File: config.mk
export PLATFORM = sky130hd
export DESIGN_NAME = pario_adapter
export DESIGN_NICKNAME = d
export VERILOG_FILES = /design/src/rtl/pario_pkg.sv /design/src/rtl/pario_sync.sv /design/src/rtl/pario_ctl_line.sv /design/src/rtl/pario_port.sv /design/src/rtl/pario_adapter.sv
export SDC_FILE = /design/constraint.sdc
export NUM_CORES = 1
export LEC_CHECK = 0
export ABC_AREA = 1
export CAP_MARGIN = 25
export CORE_UTILIZATION = 46
export DETAILED_ROUTE_END_ITERATION = 12
export GPL_TIMING_DRIVEN = 0
export PLACE_DENSITY_LB_ADDON = 0.12
export SYNTH_ARGS = -nofsm -noshare
export SYNTH_HDL_FRONTEND = slang
export SYNTH_HIERARCHICAL = 1
export SYNTH_SLANG_ARGS = --single-unit
File: constraint.sdc
create_clock -name clk -period 1.53 [get_ports clk]
set_input_delay 0.306 -clock clk [delete_from_list [all_inputs] [get_ports clk]]
set_output_delay 0.306 -clock clk [all_outputs]
set_load 0.02 [all_outputs]
File: src/rtl/pario_pkg.sv
package pario_pkg;
    localparam int BUS_W      = 8;
    localparam int CTL_FIELDS = 6;
    localparam int NPORT      = 2;

    // writable control fields, packed to match bits 5..0 of the control word
    typedef struct packed {
        logic dir2;   // line 2 driven when 1
        logic lvl2;   // line 2 edge select / driven level
        logic en2;    // line 2 interrupt enable
        logic sel;    // even offset: 0 direction, 1 data
        logic pol1;   // line 1 edge select
        logic en1;    // line 1 interrupt enable
    } ctl_bits_t;

    typedef enum logic [0:0] {
        FLG_IDLE = 1'b0,
        FLG_PEND = 1'b1
    } flag_state_t;
endpackage

File: src/rtl/pario_sync.sv
module pario_sync #(
    parameter int W      = 8,
    parameter int STAGES = 2
) (
    input  logic         clk,
    input  logic         rst_n,
    input  logic [W-1:0] d,
    output logic [W-1:0] q
);
    logic [STAGES-1:0][W-1:0] chain;

    always_ff @(posedge clk or negedge rst_n) begin
        if (!rst_n) begin
            chain <= '0;
        end else begin
            chain[0] <= d;
            for (int i = 1; i < STAGES; i++) begin
                chain[i] <= chain[i-1];
            end
        end
    end

    assign q = chain[STAGES-1];
endmodule

File: src/rtl/pario_ctl_line.sv
module pario_ctl_line
    import pario_pkg::*;
(
    input  logic clk,
    input  logic rst_n,
    input  logic line_s,     // synchronised line level
    input  logic rise_sel,   // 1 rising, 0 falling
    input  logic accept,     // edges counted only when high
    input  logic clear,      // data-register read
    output logic flag
);
    flag_state_t state, state_nx;
    logic        prev;
    logic        hit;

    always_ff @(posedge clk or negedge rst_n) begin
        if (!rst_n) prev <= 1'b0;
        else        prev <= line_s;
    end

    always_comb begin
        hit = accept && (rise_sel ? (line_s && !prev) : (!line_s && prev));
    end

    always_ff @(posedge clk or negedge rst_n) begin
        if (!rst_n) state <= FLG_IDLE;
        else        state <= state_nx;
    end

    always_comb begin
        state_nx = state;
        unique case (state)
            FLG_IDLE: if (hit)            state_nx = FLG_PEND;
            FLG_PEND: if (clear && !hit)  state_nx = FLG_IDLE;
            default:                      state_nx = FLG_IDLE;
        endcase
    end

    always_comb begin
        flag = (state == FLG_PEND);
    end
endmodule

File: src/rtl/pario_port.sv
module pario_port
    import pario_pkg::*;
#(
    parameter int SYNC_STAGES = 2
) (
    input  logic             clk,
    input  logic             rst_n,
    input  logic             wr_even,
    input  logic             wr_odd,
    input  logic             rd_even,
    input  logic [BUS_W-1:0] wdata,
    output logic [BUS_W-1:0] even_val,
    output logic [BUS_W-1:0] ctl_view,
    input  logic [BUS_W-1:0] pin_in,
    output logic [BUS_W-1:0] pin_out,
    output logic [BUS_W-1:0] pin_oe,
    input  logic             l1_in,
    input  logic             l2_in,
    output logic             l2_out,
    output logic             l2_oe,
    output logic             irq
);
    localparam int SW = BUS_W + 2;

    ctl_bits_t        cfg;
    logic [BUS_W-1:0] dir_q;
    logic [BUS_W-1:0] lat_q;
    logic [SW-1:0]    sync_q;
    logic [BUS_W-1:0] pin_s;
    logic             l1_s, l2_s;
    logic             flag1, flag2;
    logic             data_rd;

    always_ff @(posedge clk or negedge rst_n) begin
        if (!rst_n) begin
            cfg   <= '0;
            dir_q <= '0;
            lat_q <= '0;
        end else begin
            if (wr_odd) cfg <= ctl_bits_t'(wdata[CTL_FIELDS-1:0]);
            if (wr_even) begin
                if (cfg.sel) lat_q <= wdata;
                else         dir_q <= wdata;
            end
        end
    end

    pario_sync #(.W(SW), .STAGES(SYNC_STAGES)) u_sync (
        .clk   (clk),
        .rst_n (rst_n),
        .d     ({l2_in, l1_in, pin_in}),
        .q     (sync_q)
    );

    assign pin_s = sync_q[BUS_W-1:0];
    assign l1_s  = sync_q[BUS_W];
    assign l2_s  = sync_q[BUS_W+1];

    assign data_rd = rd_even && cfg.sel;

    pario_ctl_line u_line1 (
        .clk      (clk),
        .rst_n    (rst_n),
        .line_s   (l1_s),
        .rise_sel (cfg.pol1),
        .accept   (1'b1),
        .clear    (data_rd),
        .flag     (flag1)
    );

    pario_ctl_line u_line2 (
        .clk      (clk),
        .rst_n    (rst_n),
        .line_s   (l2_s),
        .rise_sel (cfg.lvl2),
        .accept   (!cfg.dir2),
        .clear    (data_rd),
        .flag     (flag2)
    );

    always_comb begin
        if (cfg.sel) even_val = (lat_q & dir_q) | (pin_s & ~dir_q);
        else         even_val = dir_q;
        ctl_view = {flag1, flag2, cfg};
        irq      = (flag1 && cfg.en1) || (flag2 && cfg.en2 && !cfg.dir2);
    end

    assign pin_out = lat_q;
    assign pin_oe  = dir_q;
    assign l2_out  = cfg.lvl2;
    assign l2_oe   = cfg.dir2;
endmodule

File: src/rtl/pario_adapter.sv
module pario_adapter
    import pario_pkg::*;
#(
    parameter int SYNC_STAGES = 2
) (
    input  logic             clk,
    input  logic             rst_n,
    input  logic             cs,
    input  logic [1:0]       rs,
    input  logic             wr,
    input  logic             rd,
    input  logic [BUS_W-1:0] wdata,
    output logic [BUS_W-1:0] rdata,
    output logic             irq_a,
    output logic             irq_b,
    input  logic [BUS_W-1:0] pa_in,
    output logic [BUS_W-1:0] pa_out,
    output logic [BUS_W-1:0] pa_oe,
    input  logic             pa_l1,
    input  logic             pa_l2_in,
    output logic             pa_l2_out,
    output logic             pa_l2_oe,
    input  logic [BUS_W-1:0] pb_in,
    output logic [BUS_W-1:0] pb_out,
    output logic [BUS_W-1:0] pb_oe,
    input  logic             pb_l1,
    input  logic             pb_l2_in,
    output logic             pb_l2_out,
    output logic             pb_l2_oe
);
    logic [NPORT-1:0][BUS_W-1:0] pin_in_v, pin_out_v, pin_oe_v, even_v, ctl_view;
    logic [NPORT-1:0]            l1_v, l2_v, l2o_v, l2oe_v, irq_v;
    logic [NPORT-1:0]            wr_e, wr_o, rd_e;
    logic [BUS_W-1:0]            rd_val;

    assign pin_in_v = {pb_in, pa_in};
    assign l1_v     = {pb_l1, pa_l1};
    assign l2_v     = {pb_l2_in, pa_l2_in};

    for (genvar p = 0; p < NPORT; p++) begin : g_port
        localparam logic [1:0] EVEN_RS = 2'(2 * p);
        localparam logic [1:0] ODD_RS  = 2'(2 * p + 1);

        assign wr_e[p] = cs && wr && (rs == EVEN_RS);
        assign wr_o[p] = cs && wr && (rs == ODD_RS);
        assign rd_e[p] = cs && rd && (rs == EVEN_RS);

        pario_port #(.SYNC_STAGES(SYNC_STAGES)) u_port (
            .clk      (clk),
            .rst_n    (rst_n),
            .wr_even  (wr_e[p]),
            .wr_odd   (wr_o[p]),
            .rd_even  (rd_e[p]),
            .wdata    (wdata),
            .even_val (even_v[p]),
            .ctl_view (ctl_view[p]),
            .pin_in   (pin_in_v[p]),
            .pin_out  (pin_out_v[p]),
            .pin_oe   (pin_oe_v[p]),
            .l1_in    (l1_v[p]),
            .l2_in    (l2_v[p]),
            .l2_out   (l2o_v[p]),
            .l2_oe    (l2oe_v[p]),
            .irq      (irq_v[p])
        );
    end

    always_comb begin
        rd_val = rs[0] ? ctl_view[rs[1]] : even_v[rs[1]];
    end

    always_ff @(posedge clk or negedge rst_n) begin
        if (!rst_n)        rdata <= '0;
        else if (cs && rd) rdata <= rd_val;
    end

    assign pa_out    = pin_out_v[0];
    assign pa_oe     = pin_oe_v[0];
    assign pa_l2_out = l2o_v[0];
    assign pa_l2_oe  = l2oe_v[0];
    assign pb_out    = pin_out_v[1];
    assign pb_oe     = pin_oe_v[1];
    assign pb_l2_out = l2o_v[1];
    assign pb_l2_oe  = l2oe_v[1];
    assign irq_a     = irq_v[0];
    assign irq_b     = irq_v[1];
endmodule

; ---- Yosys cells after proc, flatten, opt, wreduce, memory -nomap -nowiden
; Cells that the tools add are included.
[word_totals]
register_bits = 100
inputBits = 35
output_inout_bits = 46
elab_cells = 121
[classes]
magnitude_cmp = 1
n_eq_ne = 3
mux = 23
n_bitwise = 14
reduce_logical = 51
[ops]
columns = operator, n
row1 = two-way mux 8 bit, 7
row2 = AND 8 bit, 4
row3 = logical AND 1 bit, 30
row4 = inverter 8 bit, 2
row5 = bitwise OR 8 bit, 2
row6 = zero test 1 bit, 14
row7 = two-way mux 1 bit, 12
row8 = one-hot mux 1 bit (2 select lines), 4
row9 = AND reduction 2 bit, 4
row10 = inverter 1 bit, 6
row11 = equality test 2 bit (second input constant), 2
row12 = equality test 2 x 1 -> 1 bit (second input constant), 1
row13 = zero test 2 bit, 1
row14 = logical OR 1 bit, 2
row15 = less-than comparator 1 x 2 -> 1 bit (second input constant), 1

; ---- Depth between registers and ports, before layout
[logic_depth]
depth_word = 8
mapped_depth = 11
mapped_depth_nobuf = 10

; ---- Cells and area by module
; The synthesis kept the hierarchy.
[modules_own_cells]
columns = module, instances, cells_per_inst, area_per_inst_um2, seq_area_each_um2
row1 = pario_port, 2, 154, 1151.1, 550.5
row2 = pario_sync, 2, 30, 575.6, 500.5
row3 = pario_adapter, 1, 120, 649.4, 200.2
row4 = pario_ctl_line, 4, 11, 85.1, 50.0

; ---- Worst setup path before layout
; OpenSTA, ideal clock, no wires.
[synth_timing]
path_type = in2reg
startpoint = in rs[1]
endpoint = reg g_port[0].u_port.cfg, in the netlist g_port[0].u_port/ctl_view[2]
setup_time_ns = 0.128
arrival_ns = 1.104
t_required_ns = 1.402
slack_ns = 0.298
path_stages = 5
n_path_buf = 3
path_cell_list = buf_4 -> buf_6 -> nor3_1 -> buf_2 -> o21ai_0
[synth_via]
elab_chain_len = 2
[synth_rtl]
columns = element, line
row1 = from (decl), pario_adapter.sv:9  ; input logic [1:0] rs,
row2 = equality test 2 x 1 -> 1 bit, pario_adapter.sv:45  ; assign wr_o[p] = cs && wr && (rs == ODD_RS);
row3 = logical AND 1 bit, pario_adapter.sv:45
row4 = net wr_o[0], pario_adapter.sv:33  ; logic [NPORT-1:0] wr_e, wr_o, rd_e;
row5 = to (signal assigned), pario_port.sv:40  ; if (wr_odd) cfg <= ctl_bits_t'(wdata[CTL_FIELDS-1:0]);
row6 = to (decl), pario_port.sv:25  ; ctl_bits_t cfg;
; The timed path passes the listed nets, and every way through them passes these cells.
; A chain may end at the register's enable or synchronous reset.

; ---- Final worst setup path
[layout_timing]
startpoint = reg g_port[1].u_port.dir_q[3]
endpoint = out pb_oe[3]
[layout_rtl]
columns = element, line
row1 = from (decl), pario_port.sv:26  ; logic [BUS_W-1:0] dir_q;
row2 = from (signal assigned), pario_port.sv:43  ; else dir_q <= wdata;
row3 = to (decl), pario_adapter.sv:25  ; output logic [BUS_W-1:0] pb_oe,
; No word-level cell between the ends.

==> run metrics <==
status completed; antenna violations before repair 0; die area 10100 sq um; share of layout cells above drive strength 1 12.6%; mapped cell area 4440 sq um; CP max stage delay approximately 0.41 ns; clk buf depth 2; first-pass GRT wire length 16.4 mm; Setup TNS 0 ns; Yosys top cell area share 56.3%; All-Layer GR Usage a little over a fifth; share of flip-flops with an asynchronous set or reset 100%; htree depth 3; # rows 35; final setup fails 0; critical path, cell by cell dlygate4sd2_1; post-route ant nets 0; final wirelength 10.0 mm; pre-CTS WS -0.412 ns; wire length per cell 13.2 um; Crit-path slowest cell dfrtp_1; layout net count 664; die height 100 um; CP delay by family, top flip-flops; HP Class reg -> reg; vias about 3600; Max Cap Viol 0; Die Wd 100 um; starting DRC count in detailed routing 148; part of the power in registers 47.4%; #FFs+latches synth 100; vias per cell around 4.7; Inserted Diodes 0; CTS tree built; Reg2Reg Depth 11; # DRC 0; largest cells by area after synthesis dfrtp_1 56%, nand2_1 20%, nand3_1 6.5%, buf_4 4.9%, inv_1 4.6%; FF-to-FF setup slack 0.15 ns; Top FF cell, synth dfrtp_1; Initial Util 47.9%; overflow left after global routing 0; final period utilization 94.9%; Hold Violations, Final 0; YS warnings 6; Yosys cell types 15; Cells on Worst Hold Path 0; count leader, synth nand2_1; Reg-to-Reg End rdata[3]; Worst Skew 0.0103 ns; Syn Area/Cell roughly 8.4 sq um; Clk network pwr share 22.2%; port bufs 80; dpl cell area 5430 sq um; Synth area leader dfrtp_1; Clock Tree Root clkbuf_8; worst IR drop on VDD around 0.65 mV; crit end category primary output; worst skew pair latency 0.37 ns; fin crit period 1.45 ns; Worst setup SP type flop; sequential share of the synthesized area 56.3%; Layout area overhead 26.4%; core area ~9300 sq um; max-slew violations 0; clk sinks 100; Fmax achieved 689 MHz; reg2reg start g_port[1].u_port/ctl_view[2]; WHS Endpoint g_port[0].u_port/u_sync/q[7]; Worst Path Required 1.22 ns; io pins 81; RePlAce Congestion 0.807; Combinational Power Share 30.4%; Fin Hold WS around 0.35 ns; CTS Buf Count 9; switching part of the total power 36.2%; CP Buf/Inv Count 1; Post-synth EDFFs 0; Synth top cells by count 239 x nand2_1, 100 x dfrtp_1, 58 x nand3_1; Worst Path Class, Setup reg -> out; Critical Path AT roughly 1.2 ns; Pint 4.55 mW; First-pass DRT Iterations 5; worst-path maximum fanout 4; final worst slack between 0.07 and 0.08 ns; dpl hpwl a little over 7 mm; number of global-route vias before repair 3282; largest net degree at the start of global routing just over 70; P_leak 3.08 nW; net count after synthesis 567; synthesized instance count approximately 530; Net Sw Power between 2 and 3 mW; HP Start g_port[0].u_port/u_sync/chain[7]; PwrDens 1270 nW/um^2; Clk pin slew, worst setup/hold paths 0.10 ns; cell area after layout 5620 sq um
==> registers in the layout (all words and copies together) (netlist names) <==
register                    count
g_port.u_port/pin_out          16
g_port.u_port/u_line1/prev      2
g_port.u_port/u_line2/prev      2
g_port.u_port/u_line1/flag      2
g_port.u_port/u_line2/flag      2
g_port.u_port/u_sync/chain     20
g_port.u_port/ctl_view          8
rdata                           8
g_port.u_port/l2_out            2
g_port.u_port/pin_oe           16
g_port.u_port/u_sync/q         20
g_port.u_port/l2_oe             2
==> layout make-up <==
class	instances	area, sq um
plain buffers	45	379
repair buffers	86	806
well taps	129	161
multi-input cells	329	1370
clock buffers	9	124
fillers	902	3670
inverters	58	223
clock inverters	6	57.6
flip-flops and latches	100	2500
==> worst max-delay path by stage <==
| stage | endpoint | startpoint | cells after the start | slack (ns) |
|---|---|---|---|---|
| CTS | g_port[1].u_port/pin_out[7] | rs[1] | 9 | 0.01 |
| floorplan | g_port[0].u_port/ctl_view[2] | rs[1] | 5 | 0.30 |
| finish | pb_oe[3] | g_port[1].u_port/pin_oe[3] | 1 | 0.08 |
| detailed placement | g_port[1].u_port/ctl_view[2] | rs[1] | 6 | -0.41 |
| global route | irq_b | g_port[1].u_port/l2_oe | 4 | -0.003 |
| global placement | g_port[1].u_port/u_sync/chain[8] | rst_n | 1 | -3.56 |
==> cells in the final DEF (no fill, tap or decap), types with 2 or more instances in the layout <==
master             n
buf_2              5
buf_4             34
buf_6             13
clkbuf_8           9
clkdlybuf4s15_1    2
clkdlybuf4s50_1   32
clkinv_4           3
conb_1             2
dfrtp_1          100
dlygate4sd2_1     42
inv_1             54
inv_2              2
inv_4              2
inv_8              2
nand2_1          239
nand2_4            3
nand3_1           58
nor2_1            10
nor2_2             2
nor3_2             2
o21ai_0           12
==> routing by layer <==
metal	routed length (um)	up-vias	GRT usage (%)
li1	-	1781	-
met1	4490	1654	29.7
met2	4610	126	34.5
met3	744	14	5.08
met4	168	0	7.02
met5	0	-	0
==> metrics by stage <==
| stage | util, % | std cells | power, mW |
|---|---|---|---|
| global route | 60.5 | 762 | 7.60 |
| CTS | 60.0 | 758 | 7.18 |
| finish | 60.5 | 762 | 7.13 |
| floorplan | - | 532 | 4.72 |
| global placement | 58.2 | 741 | 5.76 |
| detailed placement | 58.5 | 742 | 5.81 |
==> power groups by stage <==
stage / clock network, mW / registers, mW / logic, mW
6_report: 1.59 / 3.38 / 2.17
5_1_grt: 1.76 / 3.45 / 2.40
4_1_cts: 1.63 / 3.38 / 2.17
3_5_place_dp: 0 / 3.44 / 2.36
3_3_place_gp: 0 / 3.44 / 2.32
2_1_floorplan: 0 / 3.72 / 1.01
==> logic make-up (layout without fill, tap and decap cells) <==
group / Yosys count / after routing / synth area share (%)
AO/OA/AOI/OAI: 12 / 12 / 1.35
flip-flops: 100 / 100 / 56.3
other: 2 / 2 / 0.169
AND/OR/NAND/NOR: 315 / 315 / 28.8
buffers and inverters: 103 / 204 / 13.4
==> repair_timing <==
item	CTS	global route
setup buffers	0	4
gates cloned	0	0
setup endpoints to repair	57	43
hold buffers	1	0
gates resized for setup	55	8
hold endpoints to repair	29	0
Note: power is estimated with default switching activity, not from simulation.
